File: config.mk
export PLATFORM = sky130hd
export DESIGN_NAME = fp_op_decoder
export DESIGN_NICKNAME = d
export VERILOG_FILES = /design/src/rtl/fpdec_pkg.sv /design/src/rtl/fpdec_align.sv /design/src/rtl/fpdec_ctrl.sv /design/src/rtl/fpdec_dp.sv /design/src/rtl/fp_op_decoder.sv
export SDC_FILE = /design/constraint.sdc
export NUM_CORES = 1
export LEC_CHECK = 0
export CORE_UTILIZATION = 39
export CTS_CLUSTER_DIAMETER = 150
export CTS_CLUSTER_SIZE = 28
export DETAILED_ROUTE_END_ITERATION = 10
export GPL_TIMING_DRIVEN = 1
export PLACE_DENSITY = 0.84
export SYNTH_ARGS = -nofsm -noshare
export SYNTH_HDL_FRONTEND = slang
export SYNTH_SLANG_ARGS = --single-unit
File: constraint.sdc
create_clock -name clk -period 0.8 [get_ports clk]
set_input_delay 0.16 -clock clk [delete_from_list [all_inputs] [get_ports clk]]
set_output_delay 0.16 -clock clk [all_outputs]
set_load 0.005 [all_outputs]
File: src/rtl/fpdec_pkg.sv
package fpdec_pkg;

  typedef enum logic [2:0] {
    FMT_NONE = 3'd0,
    FMT_SGL  = 3'd1,
    FMT_DBL  = 3'd2,
    FMT_QUAD = 3'd3,
    FMT_INT  = 3'd4
  } opFmt_e;

  typedef enum logic [3:0] {
    CLS_NONE  = 4'd0,
    CLS_ADD   = 4'd1,
    CLS_SUB   = 4'd2,
    CLS_MUL   = 4'd3,
    CLS_DIV   = 4'd4,
    CLS_SQRT  = 4'd5,
    CLS_MOV   = 4'd6,
    CLS_NEG   = 4'd7,
    CLS_ABS   = 4'd8,
    CLS_WMUL  = 4'd9,
    CLS_CVT   = 4'd10,
    CLS_CMP   = 4'd11,
    CLS_CMPE  = 4'd12
  } opClass_e;

  // strobes from control to datapath
  typedef struct packed {
    logic     known;
    logic     rdMustBeZero;
    opClass_e cls;
    opFmt_e   fmtA;
    opFmt_e   fmtB;
    opFmt_e   fmtD;
  } decStrobe_t;

  localparam logic [2:0] TRAP_BAD_REG = 3'd6;
  localparam logic [7:0] GRP_ARITH    = {2'b10, 6'h34};
  localparam logic [7:0] GRP_CMP      = {2'b10, 6'h35};

endpackage

File: src/rtl/fpdec_align.sv
module fpdec_align
  import fpdec_pkg::*;
#(
  parameter int IDX_W = 5
) (
  input  opFmt_e             fmt,
  input  logic [IDX_W-1:0]   idx,
  output logic               bad
);
  always_comb begin
    unique case (fmt)
      FMT_DBL:  bad = idx[0];
      FMT_QUAD: bad = |idx[1:0];
      default:  bad = 1'b0;
    endcase
  end
endmodule

File: src/rtl/fpdec_ctrl.sv
module fpdec_ctrl
  import fpdec_pkg::*;
#(
  parameter int OPC_W = 9,
  parameter int GRP_W = 8
) (
  input  logic             clk,
  input  logic             rstN,
  input  logic [GRP_W-1:0] grpField,
  input  logic [OPC_W-1:0] opField,
  output decStrobe_t       strobe
);

  logic inArith;
  logic inCmp;

  assign inArith = (grpField == GRP_ARITH);
  assign inCmp   = (grpField == GRP_CMP);

  function automatic opFmt_e sizeOf(input logic [1:0] low);
    case (low)
      2'd1:    return FMT_SGL;
      2'd2:    return FMT_DBL;
      2'd3:    return FMT_QUAD;
      default: return FMT_NONE;
    endcase
  endfunction

  opFmt_e sz;
  assign sz = sizeOf(opField[1:0]);

  always_comb begin
    strobe = '{known: 1'b0, rdMustBeZero: 1'b0, cls: CLS_NONE,
               fmtA: FMT_NONE, fmtB: FMT_NONE, fmtD: FMT_NONE};
    if (inArith) begin
      strobe.known = 1'b1;
      case (opField)
        9'h041, 9'h042, 9'h043: begin
          strobe.cls = CLS_ADD; strobe.fmtA = sz; strobe.fmtB = sz; strobe.fmtD = sz;
        end
        9'h045, 9'h046, 9'h047: begin
          strobe.cls = CLS_SUB; strobe.fmtA = sz; strobe.fmtB = sz; strobe.fmtD = sz;
        end
        9'h049, 9'h04A, 9'h04B: begin
          strobe.cls = CLS_MUL; strobe.fmtA = sz; strobe.fmtB = sz; strobe.fmtD = sz;
        end
        9'h04D, 9'h04E, 9'h04F: begin
          strobe.cls = CLS_DIV; strobe.fmtA = sz; strobe.fmtB = sz; strobe.fmtD = sz;
        end
        9'h029, 9'h02A, 9'h02B: begin
          strobe.cls = CLS_SQRT; strobe.fmtB = sz; strobe.fmtD = sz;
        end
        9'h001: begin strobe.cls = CLS_MOV; strobe.fmtB = FMT_SGL; strobe.fmtD = FMT_SGL; end
        9'h005: begin strobe.cls = CLS_NEG; strobe.fmtB = FMT_SGL; strobe.fmtD = FMT_SGL; end
        9'h009: begin strobe.cls = CLS_ABS; strobe.fmtB = FMT_SGL; strobe.fmtD = FMT_SGL; end
        9'h069: begin
          strobe.cls = CLS_WMUL; strobe.fmtA = FMT_SGL; strobe.fmtB = FMT_SGL; strobe.fmtD = FMT_DBL;
        end
        9'h06E: begin
          strobe.cls = CLS_WMUL; strobe.fmtA = FMT_DBL; strobe.fmtB = FMT_DBL; strobe.fmtD = FMT_QUAD;
        end
        9'h0C4: begin strobe.cls = CLS_CVT; strobe.fmtB = FMT_INT;  strobe.fmtD = FMT_SGL;  end
        9'h0C8: begin strobe.cls = CLS_CVT; strobe.fmtB = FMT_INT;  strobe.fmtD = FMT_DBL;  end
        9'h0CC: begin strobe.cls = CLS_CVT; strobe.fmtB = FMT_INT;  strobe.fmtD = FMT_QUAD; end
        9'h0D1: begin strobe.cls = CLS_CVT; strobe.fmtB = FMT_SGL;  strobe.fmtD = FMT_INT;  end
        9'h0D2: begin strobe.cls = CLS_CVT; strobe.fmtB = FMT_DBL;  strobe.fmtD = FMT_INT;  end
        9'h0D3: begin strobe.cls = CLS_CVT; strobe.fmtB = FMT_QUAD; strobe.fmtD = FMT_INT;  end
        9'h0C9: begin strobe.cls = CLS_CVT; strobe.fmtB = FMT_SGL;  strobe.fmtD = FMT_DBL;  end
        9'h0CD: begin strobe.cls = CLS_CVT; strobe.fmtB = FMT_SGL;  strobe.fmtD = FMT_QUAD; end
        9'h0C6: begin strobe.cls = CLS_CVT; strobe.fmtB = FMT_DBL;  strobe.fmtD = FMT_SGL;  end
        9'h0CE: begin strobe.cls = CLS_CVT; strobe.fmtB = FMT_DBL;  strobe.fmtD = FMT_QUAD; end
        9'h0C7: begin strobe.cls = CLS_CVT; strobe.fmtB = FMT_QUAD; strobe.fmtD = FMT_SGL;  end
        9'h0CB: begin strobe.cls = CLS_CVT; strobe.fmtB = FMT_QUAD; strobe.fmtD = FMT_DBL;  end
        default: strobe.known = 1'b0;
      endcase
    end else if (inCmp) begin
      strobe.known = 1'b1;
      strobe.rdMustBeZero = 1'b1;
      case (opField)
        9'h051, 9'h052, 9'h053: begin strobe.cls = CLS_CMP;  strobe.fmtA = sz; strobe.fmtB = sz; end
        9'h055, 9'h056, 9'h057: begin strobe.cls = CLS_CMPE; strobe.fmtA = sz; strobe.fmtB = sz; end
        default: begin strobe.known = 1'b0; strobe.rdMustBeZero = 1'b0; end
      endcase
    end
  end


  known_has_src_chk: assert property (@(posedge clk) disable iff (!rstN)
    strobe.known |-> (strobe.fmtB != FMT_NONE && strobe.cls != CLS_NONE));


  sqrt_no_rs1_chk: assert property (@(posedge clk) disable iff (!rstN)
    (strobe.cls == CLS_SQRT) |-> (strobe.fmtA == FMT_NONE));


  cmp_group_chk: assert property (@(posedge clk) disable iff (!rstN)
    strobe.rdMustBeZero |-> (inCmp && strobe.fmtD == FMT_NONE));

endmodule

File: src/rtl/fpdec_dp.sv
module fpdec_dp
  import fpdec_pkg::*;
#(
  parameter int IDX_W   = 5,
  parameter bit REG_OUT = 1'b1
) (
  input  logic             clk,
  input  logic             rstN,
  input  logic [IDX_W-1:0] rs1Field,
  input  logic [IDX_W-1:0] rs2Field,
  input  logic [IDX_W-1:0] rdField,
  input  decStrobe_t       strobe,
  output opClass_e         opClass,
  output opFmt_e           rs1Fmt,
  output opFmt_e           rs2Fmt,
  output opFmt_e           rdFmt,
  output logic [IDX_W-1:0] rs1Idx,
  output logic [IDX_W-1:0] rs2Idx,
  output logic [IDX_W-1:0] rdIdx,
  output logic             decValid,
  output logic             unimpl,
  output logic [2:0]       trapType
);

  localparam int N_OPND = 3;

  typedef struct packed {
    opClass_e         cls;
    opFmt_e           fA;
    opFmt_e           fB;
    opFmt_e           fD;
    logic [IDX_W-1:0] iA;
    logic [IDX_W-1:0] iB;
    logic [IDX_W-1:0] iD;
    logic             ok;
    logic             noImp;
    logic [2:0]       trap;
  } decOut_t;

  opFmt_e           fmtArr [N_OPND];
  logic [IDX_W-1:0] idxArr [N_OPND];
  logic [N_OPND-1:0] badArr;

  assign fmtArr[0] = strobe.fmtA;
  assign fmtArr[1] = strobe.fmtB;
  assign fmtArr[2] = strobe.fmtD;
  assign idxArr[0] = rs1Field;
  assign idxArr[1] = rs2Field;
  assign idxArr[2] = rdField;

  for (genvar g = 0; g < N_OPND; g++) begin : g_align
    fpdec_align #(.IDX_W(IDX_W)) u_align (
      .fmt (fmtArr[g]),
      .idx (idxArr[g]),
      .bad (badArr[g])
    );
  end

  logic    rdNonZero;
  logic    anyBad;
  decOut_t nxt;
  decOut_t cur;

  assign rdNonZero = strobe.rdMustBeZero && (rdField != '0);
  assign anyBad    = (|badArr) || rdNonZero;

  always_comb begin
    nxt.cls   = strobe.cls;
    nxt.fA    = strobe.fmtA;
    nxt.fB    = strobe.fmtB;
    nxt.fD    = strobe.fmtD;
    nxt.iA    = rs1Field;
    nxt.iB    = rs2Field;
    nxt.iD    = rdField;
    nxt.ok    = strobe.known && !anyBad;
    nxt.noImp = !strobe.known;
    nxt.trap  = (strobe.known && anyBad) ? TRAP_BAD_REG : 3'd0;
  end

  if (REG_OUT) begin : g_reg
    always_ff @(posedge clk or negedge rstN) begin
      if (!rstN) cur <= '0;
      else       cur <= nxt;
    end
  end else begin : g_comb
    assign cur = nxt;
  end

  assign opClass  = cur.cls;
  assign rs1Fmt   = cur.fA;
  assign rs2Fmt   = cur.fB;
  assign rdFmt    = cur.fD;
  assign rs1Idx   = cur.iA;
  assign rs2Idx   = cur.iB;
  assign rdIdx    = cur.iD;
  assign decValid = cur.ok;
  assign unimpl   = cur.noImp;
  assign trapType = cur.trap;


  dbl_align_chk: assert property (@(posedge clk) disable iff (!rstN)
    (decValid && rdFmt == FMT_DBL) |-> !rdIdx[0]);


  quad_align_chk: assert property (@(posedge clk) disable iff (!rstN)
    (decValid && rs2Fmt == FMT_QUAD) |-> (rs2Idx[1:0] == 2'b00));


  cmp_rd_zero_chk: assert property (@(posedge clk) disable iff (!rstN)
    (decValid && (opClass == CLS_CMP || opClass == CLS_CMPE)) |-> (rdIdx == '0));


  outcome_excl_chk: assert property (@(posedge clk) disable iff (!rstN)
    $onehot0({decValid, unimpl, trapType != 3'd0}));


  unimpl_clear_chk: assert property (@(posedge clk) disable iff (!rstN)
    unimpl |-> (opClass == CLS_NONE && rs2Fmt == FMT_NONE && trapType == 3'd0));

endmodule

File: src/rtl/fp_op_decoder.sv
module fp_op_decoder
  import fpdec_pkg::*;
#(
  parameter bit REG_OUT = 1'b1
) (
  input  logic        clk,
  input  logic        rstN,
  input  logic [31:0] instr,
  output logic [3:0]  opClass,
  output logic [2:0]  rs1Fmt,
  output logic [2:0]  rs2Fmt,
  output logic [2:0]  rdFmt,
  output logic [4:0]  rs1Idx,
  output logic [4:0]  rs2Idx,
  output logic [4:0]  rdIdx,
  output logic        decValid,
  output logic        unimpl,
  output logic [2:0]  trapType
);

  localparam int IDX_W   = 5;
  localparam int OPC_W   = 9;
  localparam int OPC_LSB = 5;
  localparam int RS1_LSB = 14;
  localparam int RS2_LSB = 0;
  localparam int RD_LSB  = 25;
  localparam int GRP_W   = 8;

  decStrobe_t strobe;
  opClass_e   clsW;
  opFmt_e     f1W, f2W, fdW;

  fpdec_ctrl #(.OPC_W(OPC_W), .GRP_W(GRP_W)) u_ctrl (
    .clk      (clk),
    .rstN     (rstN),
    .grpField ({instr[31:30], instr[24:19]}),
    .opField  (instr[OPC_LSB +: OPC_W]),
    .strobe   (strobe)
  );

  fpdec_dp #(.IDX_W(IDX_W), .REG_OUT(REG_OUT)) u_dp (
    .clk      (clk),
    .rstN     (rstN),
    .rs1Field (instr[RS1_LSB +: IDX_W]),
    .rs2Field (instr[RS2_LSB +: IDX_W]),
    .rdField  (instr[RD_LSB +: IDX_W]),
    .strobe   (strobe),
    .opClass  (clsW),
    .rs1Fmt   (f1W),
    .rs2Fmt   (f2W),
    .rdFmt    (fdW),
    .rs1Idx   (rs1Idx),
    .rs2Idx   (rs2Idx),
    .rdIdx    (rdIdx),
    .decValid (decValid),
    .unimpl   (unimpl),
    .trapType (trapType)
  );

  assign opClass = clsW;
  assign rs1Fmt  = f1W;
  assign rs2Fmt  = f2W;
  assign rdFmt   = fdW;

endmodule

Word-level counts from Yosys, hierarchy flattened. Cells that the tools add are included.

Multiply operators: 0. Reductions and logical operators: 27. Magnitude comparators: 0. Add/subtract/negate cells: 0. Muxes and demuxes: 16. Equal/unequal tests: 49. Divide/modulo/power cells: 0. Bitwise operators: 0. Shift operators: 0.

Operators with widths (number): 9-bit by 7-bit equality test with 1-bit output, second input constant (20); 9-bit by 8-bit equality test with 1-bit output, second input constant (12); 6-bit case mux with 14 select lines (1); 4-bit case mux with 10 select lines (1); 32-bit OR reduction (1); 9-bit by 6-bit equality test with 1-bit output, second input constant (3); 3-bit OR reduction (9); 12-bit OR reduction (2); 10-bit case mux with 2 select lines (1); 3-bit by 2-bit equality test with 1-bit output, second input constant (6); 8-bit equality test, second input constant (2); 15-bit OR reduction (1); 12-bit two-way mux (1); 2-bit case mux with 3 select lines (2); 2-bit OR reduction (6); 10-bit two-way mux (1); 9-bit by 1-bit equality test with 1-bit output, second input constant (1); 9-bit by 3-bit equality test with 1-bit output, second input constant (1); 9-bit by 4-bit equality test with 1-bit output, second input constant (1); 3-bit two-way mux (2); 1-bit case mux with 2 select lines (3); 6-bit OR reduction (1); 5-bit nonzero test (1); 2-bit equality test, second input constant (2); 6 further kinds (11).

ROM bits: 0. Bits in latches: 0. Flip-flop bits (word level): 33. Memories kept: 0. Output and inout port bits: 33. Input bits: 34. Bits in writable memories: 0.

Depth between registers and ports, before layout. Gate-level depths: netlist (run 1).

Depth after elaboration: 11. Depth in mapped cells: 8. Mapped depth without buffers: 6.

Cells and area by module. From an unflattened synthesis (run 1), not the netlist that was laid out.

Cell total of the unflattened synthesis: 155. Area, all modules: 1522.7 sq um.

By module, submodules not included: fpdec_dp (cells each 41, times used 1, area an instance 838.3 sq um); fpdec_ctrl (cells each 108, times used 1, area an instance 631.9 sq um); fpdec_align (cells each 2, times used 3, area an instance 17.5 sq um).

Worst setup path after synthesis (run 1). Ideal clock, no wire load.

Path kind: in2reg. From: input instr[5]. To: register u_dp.cur (netlist bit u_dp.trapType[1]). Stages on the path: 8. Path buffers: 2. Data arrival time: 1839 ps. Path slack: -1167 ps. Path through: clkbuf_1 -> nor2_2 -> nor3_1 -> and4_1 -> buf_2 -> a221o_1 -> a21o_1 -> a2111o_1.

RTL lines: start, declared (RTL line fp_op_decoder.sv:8) `input logic [31:0] instr,`; end signal, assigned (RTL line fpdec_dp.sv:83) `else cur <= nxt;`; end, declared (RTL line fpdec_dp.sv:62) `decOut_t cur;`.

==> flow_metrics.tcl, run 1 <==
set metrics [dict create \
    ios 67 \
    maxCapViolations 0 \
    crit_chain "buf_6 > or3b_4 > buf_6 > nor3_4 > and4_4 > buf_6 > o211ai_1 > a21oi_2 > a2111o_1" \
    min_period_ns 1.68 \
    yosys.cell_types.count 55 \
    wl_mm 6.19 \
    violations "setup timing" \
    cts_root_buf "clkbuf_8" \
    rsz0062_at_grt "true" \
    critPathMaxFanout 5 \
    nets 333 \
    die_area_um2 4530 \
    clk_pin_slew_worst_paths_ns 0.06 \
    die_h_um 67.3 \
    hpwlAfterDp_mm 3.78 \
    setup_violations 46 \
    drive_above_1_share_pct 58.0 \
    cp_data_arrival_time_ns 1.90 \
    htreeDepth 2 \
    avgViaCountPerCell 5.43 \
    critPathKind "input port to flip-flop" \
    critPathRequiredTime_ns 1.02 \
    post_drt_wl_per_cell_um 17.7 \
    seq_area_frac_synth_pct 45.2 \
    dr_total_vias 1900 \
    startpoint_type "input port" \
    start_util_pct 40.9 \
    design_area_um2 3200 \
    worst-path-buf-inv 3 \
    p_leak_nw 1.52 \
    grtUsageTotal_pct 27.6 \
    power_density_nw_per_um2 1150 \
    detail-route-antenna-nets 0 \
    first_global_vias 1937 \
    fillers 248 \
    grt_overflow_total 0 \
    drc_errors 0 \
    hold_violations 0 \
    n_antenna_cell 0 \
    gp_congestion 0.923 \
    max_stage_delay_ns 0.43 \
    cts_buffers 5 \
    crit_family "simple AND/OR/NAND/NOR gates" \
    rows 23 \
    place_area_um2 2740 \
    drt_pass1_iterations 4 \
    hold_buffers 0 \
    dp.cells 318 \
    clock_path_buffers 2 \
    finalSetupTns_ns -14.14 \
    initialDrtViolationCount 89 \
    setup_ws_ns -0.876 \
    post-route-period-util_pct 210 \
    slowest_stage "or3b_4" \
    ir_worst_vdd_mv 0.594 \
    portBuffers 64 \
    synth_area_um2 1660 \
    cpMostUsedCell "buf_6" \
    postSynthAreaPerCell_um2 9.72 \
    core_area_um2 4060 \
    hold_ws_ns 0.239 \
    antenna_found_initial 0 \
    slew_viol_final 0 \
    cts_tree "yes" \
    grt_max_degree 31 \
    cts_sinks 30 \
    async_flop_share_pct 100 \
    ys_ff_latch 30 \
    grt_pass1_wl_mm 9.13 \
    status "finished with violations" \
    synth_edf_count 0 \
    synthCells 171 \
    max_freq_mhz 596 \
    synth_warnings 0 \
    hp-class "input port to asynchronous set/reset pin" \
    die_w_um 67.3 \
    synth_flop_cell "dfrtp_1" \
    cp-end-kind "flip-flop" \
    area_growth_pct 92.5 \
    final-instance-count-excl-fill 350 \
]
## synthesized netlist by cell type (2+ instances only)
library cell | n | area (um^2)
dfrtp_1 | 30 | 751
a21oi_1 | 9 | 45.0
inv_1 | 9 | 33.8
nand2_1 | 9 | 33.8
nand2b_1 | 9 | 56.3
nor2_1 | 8 | 30.0
nor3_1 | 8 | 40.0
o21ai_0 | 8 | 40.0
buf_2 | 5 | 25.0
or4_1 | 5 | 37.5
a21o_1 | 4 | 30.0
clkbuf_1 | 4 | 15.0
a31oi_1 | 3 | 18.8
and2_1 | 3 | 18.8
buf_4 | 3 | 22.5
nand3_1 | 3 | 15.0
nand3b_1 | 3 | 22.5
nor2b_1 | 3 | 18.8
a211oi_1 | 2 | 15.0
and4_1 | 2 | 17.5
nor4_1 | 2 | 12.5
o211ai_1 | 2 | 15.0
o21a_1 | 2 | 15.0
o32ai_1 | 2 | 17.5
or3b_1 | 2 | 17.5
xor2_1 | 2 | 17.5
## stage by stage
stage | utilization [%] | setup slack, ns | total power [mW]
finish | 78.8 | -0.876 | 3.68
global route | 78.8 | -0.928 | 3.84
CTS | 73.5 | -0.997 | 3.58
detailed placement | 67.6 | -1.74 | 2.27
global placement | 67.6 | -1.65 | 2.26
floorplan | - | -0.956 | 1.82
## where the power goes
part | total (mW) | internal, mW | switching, mW
logic | 0.880 | 0.473 | 0.407
clock network | 1.23 | 0.689 | 0.545
registers | 1.56 | 1.56 | 0.00849
## logic make-up (layout without fill, tap and decap cells)
group	after synthesis	count (layout)	synth area share, %
AND/OR/NAND/NOR	67	67	25.2
AO/OA/AOI/OAI	49	49	22.3
flip-flops	30	30	45.2
buffers and inverters	22	150	6.02
XOR/XNOR	2	2	1.05
other	1	2	0.226
## final timing paths
| path | end | depth (start not counted) | startpoint | slack [ns] |
|---|---|---|---|---|
| min in group clk | u_dp.rdFmt[2] | 4 | instr[7] | 0.26 |
| max in group asynchronous | u_dp.opClass[3] | 2 | rstN | 0.40 |
| hold / removal | u_dp.rs2Fmt[0] | 2 | rstN | 0.24 |
| setup / recovery | u_dp.trapType[1] | 9 | instr[12] | -0.88 |
## sequential cells by signal, summed over array words and instances, names as in the netlist
| signal | count |
|---|---|
| u_dp.rdIdx | 5 |
| u_dp.rs1Idx | 5 |
| u_dp.rs2Idx | 5 |
| u_dp.opClass | 4 |
| u_dp.rdFmt | 3 |
| u_dp.rs2Fmt | 3 |
| u_dp.rs1Fmt | 2 |
| u_dp.decValid | 1 |
| u_dp.trapType | 1 |
| u_dp.unimpl | 1 |
## layout by cell type, fill, tap and decap left out, types with 4 or more instances in the layout
master / count
dfrtp_1: 30
nand2_1: 5
nand2b_1: 5
buf_6: 28
dlygate4sd2_1: 8
clkbuf_8: 6
a21o_1: 4
a21oi_2: 4
a21oi_1: 4
or4_4: 5
clkdlybuf4s50_1: 16
inv_1: 8
buf_4: 44
nor3_2: 4
nor2_1: 5
nand2b_4: 4
buf_2: 32
## layout make-up
type / instances / area [um^2] / area share [%]
multi-input cells: 120 / 1160 / 36.1
repair buffers: 133 / 1100 / 34.4
flip-flops and latches: 30 / 751 / 23.5
well taps: 50 / 62.6 / 1.96
clock inverters: 2 / 12.5 / 0.391
clock buffers: 6 / 82.6 / 2.58
inverters: 9 / 33.8 / 1.06
## layer usage
layer	routed length [um]	global-route usage (%)
met2	3220	49.4
met4	304	17.0
met5	0	0
met1	2140	29.1
met3	525	6.42
## what timing repair did
action | in CTS | in global routing
setup buffers | 19 | 9
gates resized for setup | 217 | 46
pin swaps | 26 | 24
gates cloned | 1 | 0
endpoints found under the setup margin | 46 | 46
Power figures use the tool's default switching activity.
==> run 2, diff against run 1 <==
--- a/config.mk
+++ b/config.mk
@@ -6,6 +6,7 @@
 export NUM_CORES = 1
 export LEC_CHECK = 0
 export CORE_UTILIZATION = 39
+export CTS_BUF_LIST = sky130_fd_sc_hd__clkbuf_16
 export CTS_CLUSTER_DIAMETER = 150
 export CTS_CLUSTER_SIZE = 28
 export DETAILED_ROUTE_END_ITERATION = 10
==> run 2 against run 1 <==
Net effect: the run still ends with setup timing left; global-route usage grew 1.2 points; sequential power is essentially flat; sequential cell count is the same; power grew 13%; cell count grew 0.57%; worst hold slack gained 0.0068 ns; non-clock buffer count grew 2; setup slack lost 0.059 ns; core utilization shrank 0.52 points.
==> flow_metrics.tcl, run 2 (synthesis results as in run 1) <==
set metrics [dict create \
    core_area_um2 4060 \
    post-route-period-util_pct 217 \
    critPathRequiredTime_ns 1.01 \
    detail-route-antenna-nets 0 \
    status "finished with violations" \
    max_freq_mhz 576 \
    violations "setup timing" \
    grt_pass1_wl_mm 9.48 \
    rsz0062_at_grt "true" \
    min_period_ns 1.74 \
    critPathKind "input port to flip-flop" \
    hpwlAfterDp_mm 3.78 \
    startpoint_type "input port" \
    slew_viol_final 0 \
    ios 67 \
    hold_violations 0 \
    n_antenna_cell 0 \
    grt_overflow_total 0 \
    power_density_nw_per_um2 1310 \
    cts_root_buf "clkbuf_16" \
    dr_total_vias 1959 \
    cts_tree "yes" \
    slowest_stage "or4_4" \
    die_h_um 67.3 \
    seqPwrFrac_pct 37.6 \
    p_int_mw 3.14 \
    power.switching_mw 1.04 \
    cts_buffers 5 \
    critPathMaxFanout 3 \
    clk_pin_slew_worst_paths_ns 0.05 \
    area_growth_pct 91.3 \
    drc_errors 0 \
    rows 23 \
    maxCapViolations 0 \
    wl_mm 6.66 \
    avgViaCountPerCell 5.57 \
    power_frac_comb_pct 20.2 \
    swShare_pct 24.9 \
    dp.cells 318 \
    grt_max_degree 31 \
    p_leak_nw 1.52 \
    start_util_pct 40.9 \
    htreeDepth 2 \
    clock_path_buffers 2 \
    cp-end-kind "flip-flop" \
    nets 335 \
    ir_worst_vdd_mv 0.922 \
    max_stage_delay_ns 0.57 \
    portBuffers 64 \
    setup_ws_ns -0.936 \
    grtUsageTotal_pct 28.8 \
    cp_data_arrival_time_ns 1.94 \
    drive_above_1_share_pct 55.3 \
    first_global_vias 1961 \
    hp-class "input port to asynchronous set/reset pin" \
    setup_violations 46 \
    gp_congestion 0.923 \
    hold_buffers 0 \
    final-instance-count-excl-fill 352 \
    crit_chain "buf_8 > or3b_4 > or4_4 > o31ai_4 > o41ai_4 > buf_4 > a31oi_1 > or2_1" \
    initialDrtViolationCount 128 \
    antenna_found_initial 0 \
    cts_sinks 30 \
    final_common_cell "buf_4" \
    p_clk_share_pct 42.3 \
    die_w_um 67.3 \
    post_drt_wl_per_cell_um 18.9 \
    drt_pass1_iterations 4 \
    fillers 250 \
    layout_common_cells "55 x buf_4, 34 x buf_2, 30 x dfrtp_1" \
    die_area_um2 4530 \
    post-route-util_pct 78.3 \
]
==> run 2: cell types whose count changed in the layout (fill, tap and decap cells not counted), moves of 2 or more <==
cell	previous run	this run
clkbuf_16	0	5
nand2b_1	5	7
clkbuf_8	6	0
buf_6	28	18
nand2b_4	4	2
buf_2	32	34
buf_4	44	55
==> run 2: stage by stage <==
stage,setup TNS (ns),hold slack (ns),instance area [um^2],power (mW),worst slack (ns)
floorplan,-11.45,-0.136,1790,1.82,-0.956
global placement,-27.02,0.540,2740,2.26,-1.65
detailed placement,-27.92,0.539,2740,2.27,-1.74
CTS,-14.90,0.251,3040,4.10,-0.923
global route,-16.27,0.265,3180,4.35,-0.968
finish,-15.14,0.245,3180,4.17,-0.936
==> run 2: how the worst max path moves through the flow <==
stage / startpoint / endpoint / slack [ns] / cells after the start
after CTS: instr[8] / u_dp.opClass[1] / -0.92 / 10
after floorplan: instr[7] / u_dp.trapType[1] / -0.96 / 7
after global placement: instr[7] / u_dp.decValid / -1.65 / 7
final: instr[13] / u_dp.opClass[1] / -0.94 / 8
after global routing: instr[25] / u_dp.trapType[1] / -0.97 / 5
after detailed placement: instr[8] / u_dp.trapType[1] / -1.74 / 9
==> run 2: layer usage <==
metal,up-vias,routed length [um],part of all wire [%],GRT usage [%]
li1,883,-,-,-
met2,106,3490,52,53.1
met3,25,500,7.5,7.09
met5,-,0,0,0
met4,0,289,4.3,13.0
met1,945,2380,36,30.5
==> run 2: layout make-up <==
cell class	count	area, um^2	area share [%]
well taps	50	62.6	1.97
flip-flops and latches	30	751	23.6
clock inverters	3	16.3	0.512
repair buffers	135	1070	33.8
clock buffers	5	125	3.94
inverters	9	33.8	1.06
multi-input cells	120	1120	35.1
==> run 2: what timing repair did <==
action                                 4_1_cts  5_1_grt
endpoints found under the hold margin        0        0
pin swaps                                   26       15
setup endpoints to repair                   46       46
gates cloned                                 1        0
gates resized for setup                    213       30
buffers inserted                            20       11
==> run 2: critical path, delay by kind of cell <==
family          cells  cell delay, ns
buf+inv             2            0.28
simple gates        3            1.13
compound gates      3            0.37
==> run 2: power groups by stage <==
| stage | logic, mW | clock network (mW) | registers [mW] |
|---|---|---|---|
| 3_5_place_dp | 0.681 | 0 | 1.59 |
| 5_1_grt | 0.893 | 1.88 | 1.57 |
| 2_1_floorplan | 0.224 | 0 | 1.60 |
| 6_report | 0.842 | 1.76 | 1.57 |
| 3_3_place_gp | 0.667 | 0 | 1.59 |
| 4_1_cts | 0.758 | 1.78 | 1.57 |
==> run 3, diff against run 2 <==
--- a/config.mk
+++ b/config.mk
@@ -5,6 +5,7 @@
 export SDC_FILE = /design/constraint.sdc
 export NUM_CORES = 1
 export LEC_CHECK = 0
+export CORE_ASPECT_RATIO = 0.8
 export CORE_UTILIZATION = 39
 export CTS_BUF_LIST = sky130_fd_sc_hd__clkbuf_16
 export CTS_CLUSTER_DIAMETER = 150
==> run 3 against run 2 <==
Net effect: the run still ends with setup timing left; sequential power hardly changed; fmax is 2.2% lower; sequential cell count stayed put; combinational power hardly changed; non-clock buffer count is 1 lower; largest cell class unchanged.
==> flow_metrics.tcl, run 3 (synthesis results as in run 1) <==
set metrics [dict create \
    portBuffers 64 \
    die_h_um 60.4 \
    min_period_ns 1.77 \
    status "finished with violations" \
    max_stage_delay_ns 0.41 \
    p_leak_nw 1.51 \
    gp_congestion 0.892 \
    hold_buffers 0 \
    cts_buffers 5 \
    die_w_um 75.0 \
    avgViaCountPerCell 6.00 \
    setup_violations 46 \
    critPathKind "input port to flip-flop" \
    area_growth_pct 91.6 \
    cts_tree "yes" \
    wl_mm 7.47 \
    final_common_cell "buf_4" \
    post_drt_wl_per_cell_um 21.0 \
    slew_viol_final 0 \
    cp-end-kind "flip-flop" \
    hpwlAfterDp_mm 4.32 \
    cts_root_buf "clkbuf_16" \
    crit_family "compound AO/OA/AOI/OAI gates" \
    grt_overflow_total 0 \
    post-route-period-util_pct 222 \
    n_antenna_cell 0 \
    drive_above_1_share_pct 55.8 \
    detail-route-antenna-nets 0 \
    max_freq_mhz 564 \
    maxCapViolations 0 \
    clock_path_buffers 2 \
    rsz0062_at_grt "true" \
    violations "setup timing" \
    crit_chain "buf_6 > buf_6 > buf_4 > nand2b_4 > buf_4 > buf_4 > and2_1 > o32ai_2 > a32oi_2 > a211oi_4 > a2111oi_2" \
    worst-path-buf-inv 5 \
    hp-class "input port to asynchronous set/reset pin" \
    nets 334 \
    core_area_um2 3930 \
    rows 20 \
    antenna_found_initial 0 \
    final-instance-count-excl-fill 356 \
    post-route-util_pct 81.0 \
    critPathMaxFanout 7 \
    grtUsageTotal_pct 31.7 \
    cpMostUsedCell "buf_4" \
    critPathRequiredTime_ns 0.94 \
    initialDrtViolationCount 224 \
    drt_pass1_iterations 5 \
    hold_violations 0 \
    cp_data_arrival_time_ns 1.91 \
    grt_max_degree 31 \
    ios 67 \
    place_area_um2 2790 \
    fillers 232 \
    design_area_um2 3180 \
    cts_sinks 30 \
    drc_errors 0 \
    die_area_um2 4530 \
    slowest_stage "a2111oi_2" \
    layout_common_cells "52 x buf_4, 36 x buf_2, 30 x dfrtp_1" \
    hold_ws_ns 0.245 \
    setup_ws_ns -0.974 \
    ir_worst_vdd_mv 1.55 \
    clk_pin_slew_worst_paths_ns 0.06 \
    startpoint_type "input port" \
    power_density_nw_per_um2 1320 \
    grt_pass1_wl_mm 10.3 \
    dr_total_vias 2137 \
    dp.cells 329 \
    first_global_vias 2043 \
    htreeDepth 2 \
    start_util_pct 42.3 \
]
## run 3: per-stage QoR
step	total power [mW]	setup WS, ns	setup TNS (ns)
after detailed placement	2.29	-1.81	-29.26
after global routing	4.33	-0.994	-16.44
after floorplan	1.82	-0.956	-11.45
final	4.21	-0.974	-15.15
after global placement	2.27	-1.67	-27.30
after CTS	4.09	-0.920	-14.84
## run 3: cell type report
cell class | count | area, um^2 | share of cell area (%)
Multi-Input combinational cell | 120 | 1130 | 35.4
Clock buffer | 5 | 125 | 3.93
Clock inverter | 3 | 16.3 | 0.511
Sequential cell | 30 | 751 | 23.6
Inverter | 9 | 33.8 | 1.06
Tap cell | 55 | 68.8 | 2.16
Timing Repair Buffer | 134 | 1060 | 33.4
## run 3: final timing paths
kind,startpoint,slack [ns],cells past startpoint,end
worst max-delay path,instr[7],-0.97,11,u_dp.decValid
worst min-delay path,rstN,0.24,2,u_dp.decValid
max in group asynchronous,rstN,0.39,2,u_dp.opClass[2]
min in group clk,instr[7],0.25,4,u_dp.rdFmt[2]
## run 3: report_power, final
part / internal, mW / switching (mW)
sequential: 1.56 / 0.0106
clock: 1.13 / 0.667
combinational: 0.420 / 0.420
## run 3: timing repair
item	4_1_cts	5_1_grt
gates cloned	1	0
pin swaps	27	13
gates resized for setup	218	22
endpoints found under the setup margin	46	46
endpoints found under the hold margin	0	0
setup buffers	15	5
## run 3: layer usage
metal / track usage (%) / share of wire (%) / vias up
met4: 10.2 / 5.3 / 0
met3: 9.97 / 12 / 51
met5: 0 / 0 / -
li1: - / - / 890
met2: 55.7 / 47 / 193
met1: 37.1 / 35 / 1003
